## src/rtl/wmu_pkg.sv

```systemverilog
package wmu_pkg;

  typedef enum logic [1:0] {
    OP_MUL_LW  = 2'b00,
    OP_MUL_HW  = 2'b01,
    OP_MUL_HWU = 2'b10,
    OP_MUL_LI  = 2'b11
  } wmu_op_e;

  typedef struct packed {
    logic lt;
    logic gt;
    logic eq;
    logic so;
  } wmu_crf_t;

  // control bits carried down the pipe: {op, oe, rec, so}
  localparam int unsigned CTL_W = 5;

endpackage

```

## src/rtl/wmu_operand_prep.sv

```systemverilog
module wmu_operand_prep
  import wmu_pkg::*;
#(
  parameter int unsigned XLEN  = 64,
  parameter int unsigned WORD  = 32,
  parameter int unsigned IMM_W = 16
) (
  input  wmu_op_e          op_i,
  input  logic [XLEN-1:0]  ra_i,
  input  logic [XLEN-1:0]  rb_i,
  input  logic [IMM_W-1:0] imm_i,
  output logic [XLEN-1:0]  opa_o,
  output logic [XLEN-1:0]  opb_o
);

  localparam int unsigned EXT_W = XLEN - WORD;
  localparam int unsigned IEXT_W = XLEN - IMM_W;

  logic [XLEN-1:0] ra_sx, rb_sx, ra_zx, rb_zx, imm_sx;

  assign ra_sx  = {{EXT_W{ra_i[WORD-1]}}, ra_i[WORD-1:0]};
  assign rb_sx  = {{EXT_W{rb_i[WORD-1]}}, rb_i[WORD-1:0]};
  assign ra_zx  = {{EXT_W{1'b0}}, ra_i[WORD-1:0]};
  assign rb_zx  = {{EXT_W{1'b0}}, rb_i[WORD-1:0]};
  assign imm_sx = {{IEXT_W{imm_i[IMM_W-1]}}, imm_i};

  // low 64 bits of an XLEN x XLEN product are sign-agnostic, so extension picks the variant
  always_comb begin
    unique case (op_i)
      OP_MUL_LW, OP_MUL_HW: begin
        opa_o = ra_sx;
        opb_o = rb_sx;
      end
      OP_MUL_HWU: begin
        opa_o = ra_zx;
        opb_o = rb_zx;
      end
      default: begin
        opa_o = ra_i;
        opb_o = imm_sx;
      end
    endcase
  end

endmodule

```

## src/rtl/wmu_mul_pipe.sv

```systemverilog
module wmu_mul_pipe #(
  parameter int unsigned XLEN    = 64,
  parameter int unsigned LATENCY = 3,
  parameter int unsigned CTL_W   = 5
) (
  input  logic             clk_i,
  input  logic             rst_ni,
  input  logic             advance_i,
  input  logic             in_valid_i,
  input  logic [CTL_W-1:0] ctl_i,
  input  logic [XLEN-1:0]  opa_i,
  input  logic [XLEN-1:0]  opb_i,
  output logic             out_valid_o,
  output logic [CTL_W-1:0] ctl_o,
  output logic [XLEN-1:0]  prod_o
);

  localparam int unsigned LAST = LATENCY - 1;

  logic [LATENCY-1:0] vld_q;
  logic [LATENCY:0]   vld_chain;
  logic [CTL_W-1:0]   ctl_q  [LATENCY];
  logic [XLEN-1:0]    prod_q [LATENCY];
  logic [XLEN-1:0]    prod_d;

  assign vld_chain = {vld_q, in_valid_i};
  assign prod_d    = opa_i * opb_i;

  always_ff @(posedge clk_i or negedge rst_ni) begin
    if (!rst_ni) vld_q <= '0;
    else if (advance_i) vld_q <= vld_chain[LATENCY-1:0];
  end

  always_ff @(posedge clk_i) begin
    if (advance_i && in_valid_i) begin
      ctl_q[0]  <= ctl_i;
      prod_q[0] <= prod_d;
    end
  end

  for (genvar s = 1; s < LATENCY; s++) begin : g_stage
    always_ff @(posedge clk_i) begin
      if (advance_i && vld_q[s-1]) begin
        ctl_q[s]  <= ctl_q[s-1];
        prod_q[s] <= prod_q[s-1];
      end
    end
  end

  assign out_valid_o = vld_q[LAST];
  assign ctl_o       = ctl_q[LAST];
  assign prod_o      = prod_q[LAST];

  assert_stall_hold_R9: assert property (@(posedge clk_i) disable iff (!rst_ni)
    (vld_q[LAST] && !advance_i) |=> (vld_q[LAST] && $stable(prod_q[LAST]) && $stable(ctl_q[LAST])));

endmodule

```

## src/rtl/wmu_flag_gen.sv

```systemverilog
module wmu_flag_gen
  import wmu_pkg::*;
#(
  parameter int unsigned XLEN = 64,
  parameter int unsigned WORD = 32
) (
  input  logic            valid_i,
  input  wmu_op_e         op_i,
  input  logic            oe_i,
  input  logic            rec_i,
  input  logic            so_i,
  input  logic [XLEN-1:0] prod_i,
  output logic [XLEN-1:0] res_o,
  output logic            ovf_o,
  output logic            ov_we_o,
  output logic            ov_o,
  output logic            ov32_o,
  output logic            so_o,
  output logic            cr_we_o,
  output wmu_crf_t        cr_o
);

  localparam int unsigned EXT_W = XLEN - WORD;

  logic [XLEN-1:0] low_sx;
  logic            is_lw, ovf_set;

  assign low_sx  = {{EXT_W{prod_i[WORD-1]}}, prod_i[WORD-1:0]};
  assign is_lw   = (op_i == OP_MUL_LW);
  assign ovf_o   = is_lw && (prod_i != low_sx);
  assign ov_we_o = valid_i && is_lw && oe_i;
  assign ovf_set = ov_we_o && ovf_o;
  assign ov_o    = ovf_set;
  assign ov32_o  = ovf_set;
  assign so_o    = so_i | ovf_set;

  always_comb begin
    unique case (op_i)
      OP_MUL_HW, OP_MUL_HWU: res_o = {{WORD{1'b0}}, prod_i[XLEN-1:WORD]};
      default:               res_o = prod_i;
    endcase
  end

  assign cr_we_o  = valid_i && rec_i && (op_i != OP_MUL_LI);
  assign cr_o.lt  = res_o[XLEN-1];
  assign cr_o.eq  = (res_o == '0);
  assign cr_o.gt  = !res_o[XLEN-1] && (res_o != '0);
  assign cr_o.so  = so_o;

endmodule

```

## src/rtl/word_mul_unit.sv

```systemverilog
module word_mul_unit
  import wmu_pkg::*;
#(
  parameter int unsigned XLEN    = 64,
  parameter int unsigned WORD    = 32,
  parameter int unsigned IMM_W   = 16,
  parameter int unsigned LATENCY = 3
) (
  input  logic             clk_i,
  input  logic             rst_ni,
  input  logic             in_valid_i,
  output logic             in_ready_o,
  input  logic [1:0]       op_i,
  input  logic             oe_i,
  input  logic             rec_i,
  input  logic             so_i,
  input  logic [XLEN-1:0]  ra_i,
  input  logic [XLEN-1:0]  rb_i,
  input  logic [IMM_W-1:0] imm_i,
  output logic             out_valid_o,
  input  logic             out_ready_i,
  output logic [XLEN-1:0]  res_o,
  output logic             ovf_o,
  output logic             ov_we_o,
  output logic             ov_o,
  output logic             ov32_o,
  output logic             so_o,
  output logic             cr_we_o,
  output logic [3:0]       cr_o
);

  logic [XLEN-1:0]  opa, opb, prod;
  logic [CTL_W-1:0] ctl_in, ctl_out;
  logic             advance, pipe_vld;
  wmu_op_e          op_in, op_out;
  wmu_crf_t         crf;

  assign op_in   = wmu_op_e'(op_i);
  assign ctl_in  = {op_i, oe_i, rec_i, so_i};
  assign advance = !pipe_vld || out_ready_i;
  assign in_ready_o = advance;

  wmu_operand_prep #(.XLEN(XLEN), .WORD(WORD), .IMM_W(IMM_W)) i_prep (
    .op_i  (op_in),
    .ra_i  (ra_i),
    .rb_i  (rb_i),
    .imm_i (imm_i),
    .opa_o (opa),
    .opb_o (opb)
  );

  wmu_mul_pipe #(.XLEN(XLEN), .LATENCY(LATENCY), .CTL_W(CTL_W)) i_pipe (
    .clk_i       (clk_i),
    .rst_ni      (rst_ni),
    .advance_i   (advance),
    .in_valid_i  (in_valid_i),
    .ctl_i       (ctl_in),
    .opa_i       (opa),
    .opb_i       (opb),
    .out_valid_o (pipe_vld),
    .ctl_o       (ctl_out),
    .prod_o      (prod)
  );

  assign op_out = wmu_op_e'(ctl_out[4:3]);

  wmu_flag_gen #(.XLEN(XLEN), .WORD(WORD)) i_flags (
    .valid_i (pipe_vld),
    .op_i    (op_out),
    .oe_i    (ctl_out[2]),
    .rec_i   (ctl_out[1]),
    .so_i    (ctl_out[0]),
    .prod_i  (prod),
    .res_o   (res_o),
    .ovf_o   (ovf_o),
    .ov_we_o (ov_we_o),
    .ov_o    (ov_o),
    .ov32_o  (ov32_o),
    .so_o    (so_o),
    .cr_we_o (cr_we_o),
    .cr_o    (crf)
  );

  assign out_valid_o = pipe_vld;
  assign cr_o        = crf;

  assert_ovf_sets_so_R2: assert property (@(posedge clk_i) disable iff (!rst_ni)
    (out_valid_o && ov_we_o && ov_o) |-> (so_o && ov32_o && ovf_o));

  // R3 and R4 share the upper-half rule
  assert_high_upper_zero_R3: assert property (@(posedge clk_i) disable iff (!rst_ni)
    (out_valid_o && (op_out == OP_MUL_HW || op_out == OP_MUL_HWU)) |-> (res_o[XLEN-1:WORD] == '0));

  assert_no_ov_write_R6: assert property (@(posedge clk_i) disable iff (!rst_ni)
    (out_valid_o && op_out != OP_MUL_LW) |-> (!ov_we_o && !ovf_o && !ov_o && !ov32_o));

  assert_cr_onehot_R7: assert property (@(posedge clk_i) disable iff (!rst_ni)
    (out_valid_o && cr_we_o) |-> ($countones(cr_o[3:1]) == 1 && cr_o[0] == so_o));

  assert_no_accept_stalled_R9: assert property (@(posedge clk_i) disable iff (!rst_ni)
    (out_valid_o && !out_ready_i && in_valid_i) |=> $stable(res_o));

endmodule

```

## config.mk

```make
export PLATFORM = sky130hd
export DESIGN_NAME = word_mul_unit
export DESIGN_NICKNAME = d
export VERILOG_FILES = /design/src/rtl/wmu_pkg.sv /design/src/rtl/wmu_operand_prep.sv /design/src/rtl/wmu_mul_pipe.sv /design/src/rtl/wmu_flag_gen.sv /design/src/rtl/word_mul_unit.sv
export SDC_FILE = /design/constraint.sdc
export NUM_CORES = 2
export LEC_CHECK = 0
export BUFFER_PORTS_ARGS = -buffer_cell sky130_fd_sc_hd__buf_2
export CAP_MARGIN = 40
export CORE_ASPECT_RATIO = 0.7
export CORE_MARGIN = 2
export CORE_UTILIZATION = 53
export CTS_CLUSTER_SIZE = 10
export DETAILED_ROUTE_END_ITERATION = 8
export GPL_TIMING_DRIVEN = 0
export PLACE_DENSITY = 0.69
export SLEW_MARGIN = 0
export SYNTH_ARGS = -nofsm -noshare
export SYNTH_HDL_FRONTEND = slang
export SYNTH_SLANG_ARGS = --single-unit
export TNS_END_PERCENT = 30
```

## constraint.sdc

```tcl
create_clock -name clk_i -period 5 [get_ports clk_i]
set_clock_uncertainty 0.15 [all_clocks]
set_input_delay 1 -clock clk_i [delete_from_list [all_inputs] [get_ports clk_i]]
set_output_delay 1 -clock clk_i [all_outputs]
set_load 0.01 [all_outputs]
```

### Yosys cells after proc, flatten, opt, wreduce, memory -nomap -nowiden

Memory sizes are Yosys's and may differ from the RTL's.
Index checks and enable logic that the tools add are counted.

* flip-flop bits (word level): 3
* latch bits: 0
* memory bits (writable): 207
* bits in read-only memories: 0
* bits of input ports: 153
* output and inout port bits: 76
* word-level logic and storage cells: 39
* memories kept: 2

Memory list
* i_pipe.prod_q: depth 3, width 64, rd ports 3, clocked after Yosys merged registers in 0, write ports 3, RTL line wmu_mul_pipe.sv:23 `logic [XLEN-1:0] prod_q [LATENCY];`
* i_pipe.ctl_q: depth 3, width 5, rd ports 3, clocked after Yosys merged registers in 0, write ports 3, RTL line wmu_mul_pipe.sv:22 `logic [CTL_W-1:0] ctl_q [LATENCY];`

* add/subtract/negate cells: 0
* multiply operators: 1
* divide/modulo/power cells: 0
* order comparisons: 0
* equal/unequal tests: 6
* shift-type cells: 0
* muxes and demuxes: 9
* bitwise operators: 1
* reductions and logical operators: 19

Operators with widths (count)
* $pmux W64 S2: 2
* $logic_not A64 Y1: 1
* $mul A64 B64 Y64: 1
* $mux W64: 1
* $reduce_bool A64 Y1: 1
* $ne A32 B32 Y1: 1
* $logic_and A1 B1 Y1: 10
* $mux W1: 6
* $eq A2 B1 Y1 const B: 2
* $eq A2 B2 Y1 const B: 2
* $logic_not A2 Y1: 2
* $reduce_or A2 Y1: 2
* $logic_not A1 Y1: 2
* $ne A2 B2 Y1 const B: 1
* $logic_or A1 B1 Y1: 1
* $or A1 B1 Y1: 1

### Logic depth before layout (Yosys ltp)

An unclocked memory read counts as a cell.

* depth after elaboration: 6
* gate-level depth with buffers: 40

### By module

Synthesis repeated with hierarchy kept, for this count alone.

* cell total of the unflattened synthesis: 7635
* area, all modules: 72341.9 um2

By module, submodules not included
* wmu_mul_pipe: times used 1, cells each 7334, area an instance 70012.1 um2
* wmu_operand_prep: times used 1, cells each 145, area an instance 1204.9 um2
* wmu_flag_gen: times used 1, cells each 155, area an instance 1118.6 um2
* word_mul_unit: times used 1, cells each 1, area an instance 6.3 um2

### Worst setup path after synthesis

No wires, ideal clock.

* path type: in2reg
* start point: in op_i[0]
* end point: mem i_pipe.prod_q[0][59], data pin
* data arrival time: 9938 ps
* path slack: -5351 ps
* stages: 36
* path buffers: 8
* path through: buf_6 -> and2_1 -> buf_6 -> buf_6 -> buf_6 -> clkbuf_1 -> clkbuf_1 -> nand2_1 -> nand2_1 -> clkbuf_1 -> nand2_1 -> fa_1 -> inv_1 -> fa_1 -> fa_1 -> fa_1 -> fa_1 -> inv_1 -> fa_1 -> inv_1 -> fa_1 -> fa_1 -> fa_1 -> inv_1 -> fa_1 -> inv_1 -> ha_1 -> clkbuf_1 -> nand2_1 -> nor3_1 -> nand4_1 -> or3_1 -> o22a_1 -> a21oi_1 -> a21boi_0 -> xnor2_1

RTL lines
* start, declared: RTL line word_mul_unit.sv:13 `input logic [1:0] op_i,`
* end, declared: RTL line wmu_mul_pipe.sv:23

==> impl_metrics.py <==
metrics = {
    "final_layout": {
        "drive_above_1_share_pct": 16.0,
        "nNetsFinal": 9405,
        "most-common-layout-cells": "1768 x inv_1, 1577 x fa_1, 905 x nand2_1, 563 x and2_1, 260 x ha_1",
        "final_common_cell": "inv_1",
        "area_growth_pct": 16.0,
        "postLayoutCoreUtil_pct": 62.1,
    },
    "critical_path": {
        "r2r-start": "i_pipe.vld_q[2]",
        "cp_slowest_cell": "fa_2",
        "critPathMostFrequentCell": "fa_1",
        "cp_max_fo": 10,
        "critPathArrivalTime_ns": 10.28,
        "worst_setup_path_end_kind": "flop",
        "worst_setup_path_start_kind": "primary input",
        "reg2reg_slack_ns": 3.02,
        "critPathBufInv": 13,
        "r2r-end": "i_pipe.prod_q[0][10]",
        "critical_path_class": "in -> reg",
        "worstPathRequired_ns": 5.09,
        "reg2reg_depth": 4,
        "critical-path-max-stage-delay_ns": 0.81,
        "worst_path_dominant_cell_family": "adder cells",
    },
    "status": {
        "violations": "negative setup slack",
        "run_status": "finished, violations left",
    },
    "die": {
        "num_rows": 107,
        "io_pins": 229,
        "initial_core_util_pct": 53.5,
        "dieArea_um2": 126000,
        "fp.dieW_um": 423,
        "core_um2": 122000,
        "die_y_um": 297,
    },
    "grt": {
        "track_usage_pct": 45.1,
        "globalRouteOverflowTotal": 0,
        "grt_max_degree": 55,
        "grt_pass1_wl_mm": 392,
        "first_global_vias": 52900,
        "antenna_found_initial": 38,
    },
    "cts": {
        "cts_max_level": 1,
        "numCtsBuffers": 25,
        "cts_sinks": 210,
        "clock_tree.root_cell": "clkbuf_16",
        "clock_path_buffers": 3,
        "cts_tree": "done",
        "clkSlewWorstSetupHoldPaths_ns": 0.05,
        "worst_skew_pair.late_latency_ns": 0.53,
        "holdBufCountCts": 0,
    },
    "yosys": {
        "seq_area_frac_synth_pct": 9.67,
        "synth_edf_count": 207,
        "yosys-top-cells-area": "fa_1 52%, inv_1 10%, edfxtp_1 9.6%",
        "async_flop_share_pct": 1.43,
        "ys_warn_count": 0,
        "ys_seq_elements": 210,
        "synth-main-ff-cell": "edfxtp_1",
        "syn_inst": 6787,
        "syn_nets": 8935,
        "synth.distinct_cells": 71,
        "syn_avg_cell_area_um2": 9.59,
        "synth_top_area_share_pct": 52.3,
        "synth.largest_area_cell": "fa_1",
        "syn-cell-area_um2": 65100,
    },
    "sta": {
        "fmax_mhz": 98.1,
        "grt_setup_unrepaired": "true",
        "max_slew_margin_pct": 33.3,
        "finalCritPeriodShare_pct": 204,
        "finalHoldViolations": 0,
        "finalSetupTns_ns": -238.42,
        "drv_slew": 0,
        "layout_min_cycle_time_ns": 10.20,
        "tightest_slew_ns": 1.00,
        "worst_slack_ns": -5.20,
        "setup_viol": 59,
    },
    "detailed_routing": {
        "routed-via-count": 51700,
        "drc": 0,
        "ant_nets": 0,
        "viasPerCell": 5.78,
        "drtPass1Iterations": 6,
        "drt_iter0_drc": 6687,
        "wire_per_inst_um": 31.5,
        "routed_wl_mm": 282,
    },
    "flow_run": {
        "drv_cap": 0,
    },
    "hold_path": {
        "hold_path.class": "in -> async",
    },
    "placement": {
        "io_buffers": 195,
        "place.gp.congestion": 1.08,
        "dp_slack_ns": -7.64,
        "hpwl_mm": 243,
    },
}
[stage by stage]
step	hold slack [ns]	instance area [µm²]	cells
after floorplan	0.250	66000	6787
after global placement	0.251	69000	8617
after detailed placement	0.255	70500	8729
after CTS	0.101	74500	8860
after global routing	0.106	75400	8906
final	0.114	75500	8933
[how the worst max path moves through the flow]
stage | from | endpoint | slack (ns) | cells past startpoint
2_1_floorplan | op_i[0] | i_pipe.prod_q[0][59] | -4.51 | 35
3_3_place_gp | op_i[1] | i_pipe.prod_q[0][63] | -8.39 | 28
3_5_place_dp | op_i[1] | i_pipe.prod_q[0][57] | -7.64 | 35
4_1_cts | op_i[1] | i_pipe.prod_q[0][62] | -5.17 | 38
5_1_grt | op_i[0] | i_pipe.prod_q[0][62] | -5.40 | 37
6_report | op_i[0] | i_pipe.prod_q[0][62] | -5.20 | 37
[cell usage after synthesis (5+ instances only)]
cell type / count
inv_1: 1819
fa_1: 1699
nand2_1: 975
and2_1: 579
ha_1: 296
clkbuf_1: 294
edfxtp_1: 207
nor2_1: 201
a21oi_1: 127
xnor2_1: 111
a21o_1: 55
o21ai_0: 44
mux2_2: 38
nor2b_1: 35
nand4_1: 34
xor2_1: 32
nor4_1: 22
nand3_1: 19
o21bai_1: 16
buf_1: 14
buf_2: 14
mux2i_1: 13
nor3_1: 13
and3_1: 8
nand2b_1: 8
o21a_1: 8
a211oi_1: 7
a32oi_1: 7
buf_6: 6
a22oi_1: 5
a31oi_1: 5
o22ai_1: 5
[flip-flops by register name (all words and copies together), names as in the netlist]
name and count:
i_pipe.prod_q 192, i_pipe.ctl_q 15, i_pipe.vld_q 3
[layout make-up]
class                   count  area [µm²]
flip-flops and latches    210        6290
fillers                 10300       46200
inverters                1819        6830
diodes                     32        80.1
clock buffers              33         656
multi-input cells        4427       52900
plain buffers             318        2860
clock inverters             3        35.0
well taps                1635        2050
repair buffers            456        3840
[timing repair]
| action | 4_1_cts | 5_1_grt |
|---|---|---|
| endpoints found under the setup margin | 62 | 61 |
| gates resized for setup | 621 | 207 |
| setup buffers | 103 | 39 |
| gates cloned | 4 | 0 |
| pin swaps | 153 | 113 |
[per-layer routing]
metal  track usage [%]  share of wire, %  up-vias
met1              62.3                39    26400
met3              30.0                20      661
met4              14.2               4.1       36
li1                  -                 -    20400
met2              56.2                37     4169
met5             0.909              0.24        -
[cell families after synthesis]
| logic type | after synthesis | synth area share [%] |
|---|---|---|
| multiplexers | 52 | 0.879 |
| AND/OR/NAND/NOR | 1914 | 13.9 |
| flip-flops | 210 | 9.67 |
| XOR/XNOR | 145 | 1.99 |
| adder cells (fa/ha/maj) | 1995 | 58.0 |
| buffers and inverters | 2150 | 12.5 |
| AO/OA/AOI/OAI | 321 | 3.14 |
Power is left out: the tool's default activity adds up to more than one toggle a clock period on the data nets, which glitch-free logic cannot reach.
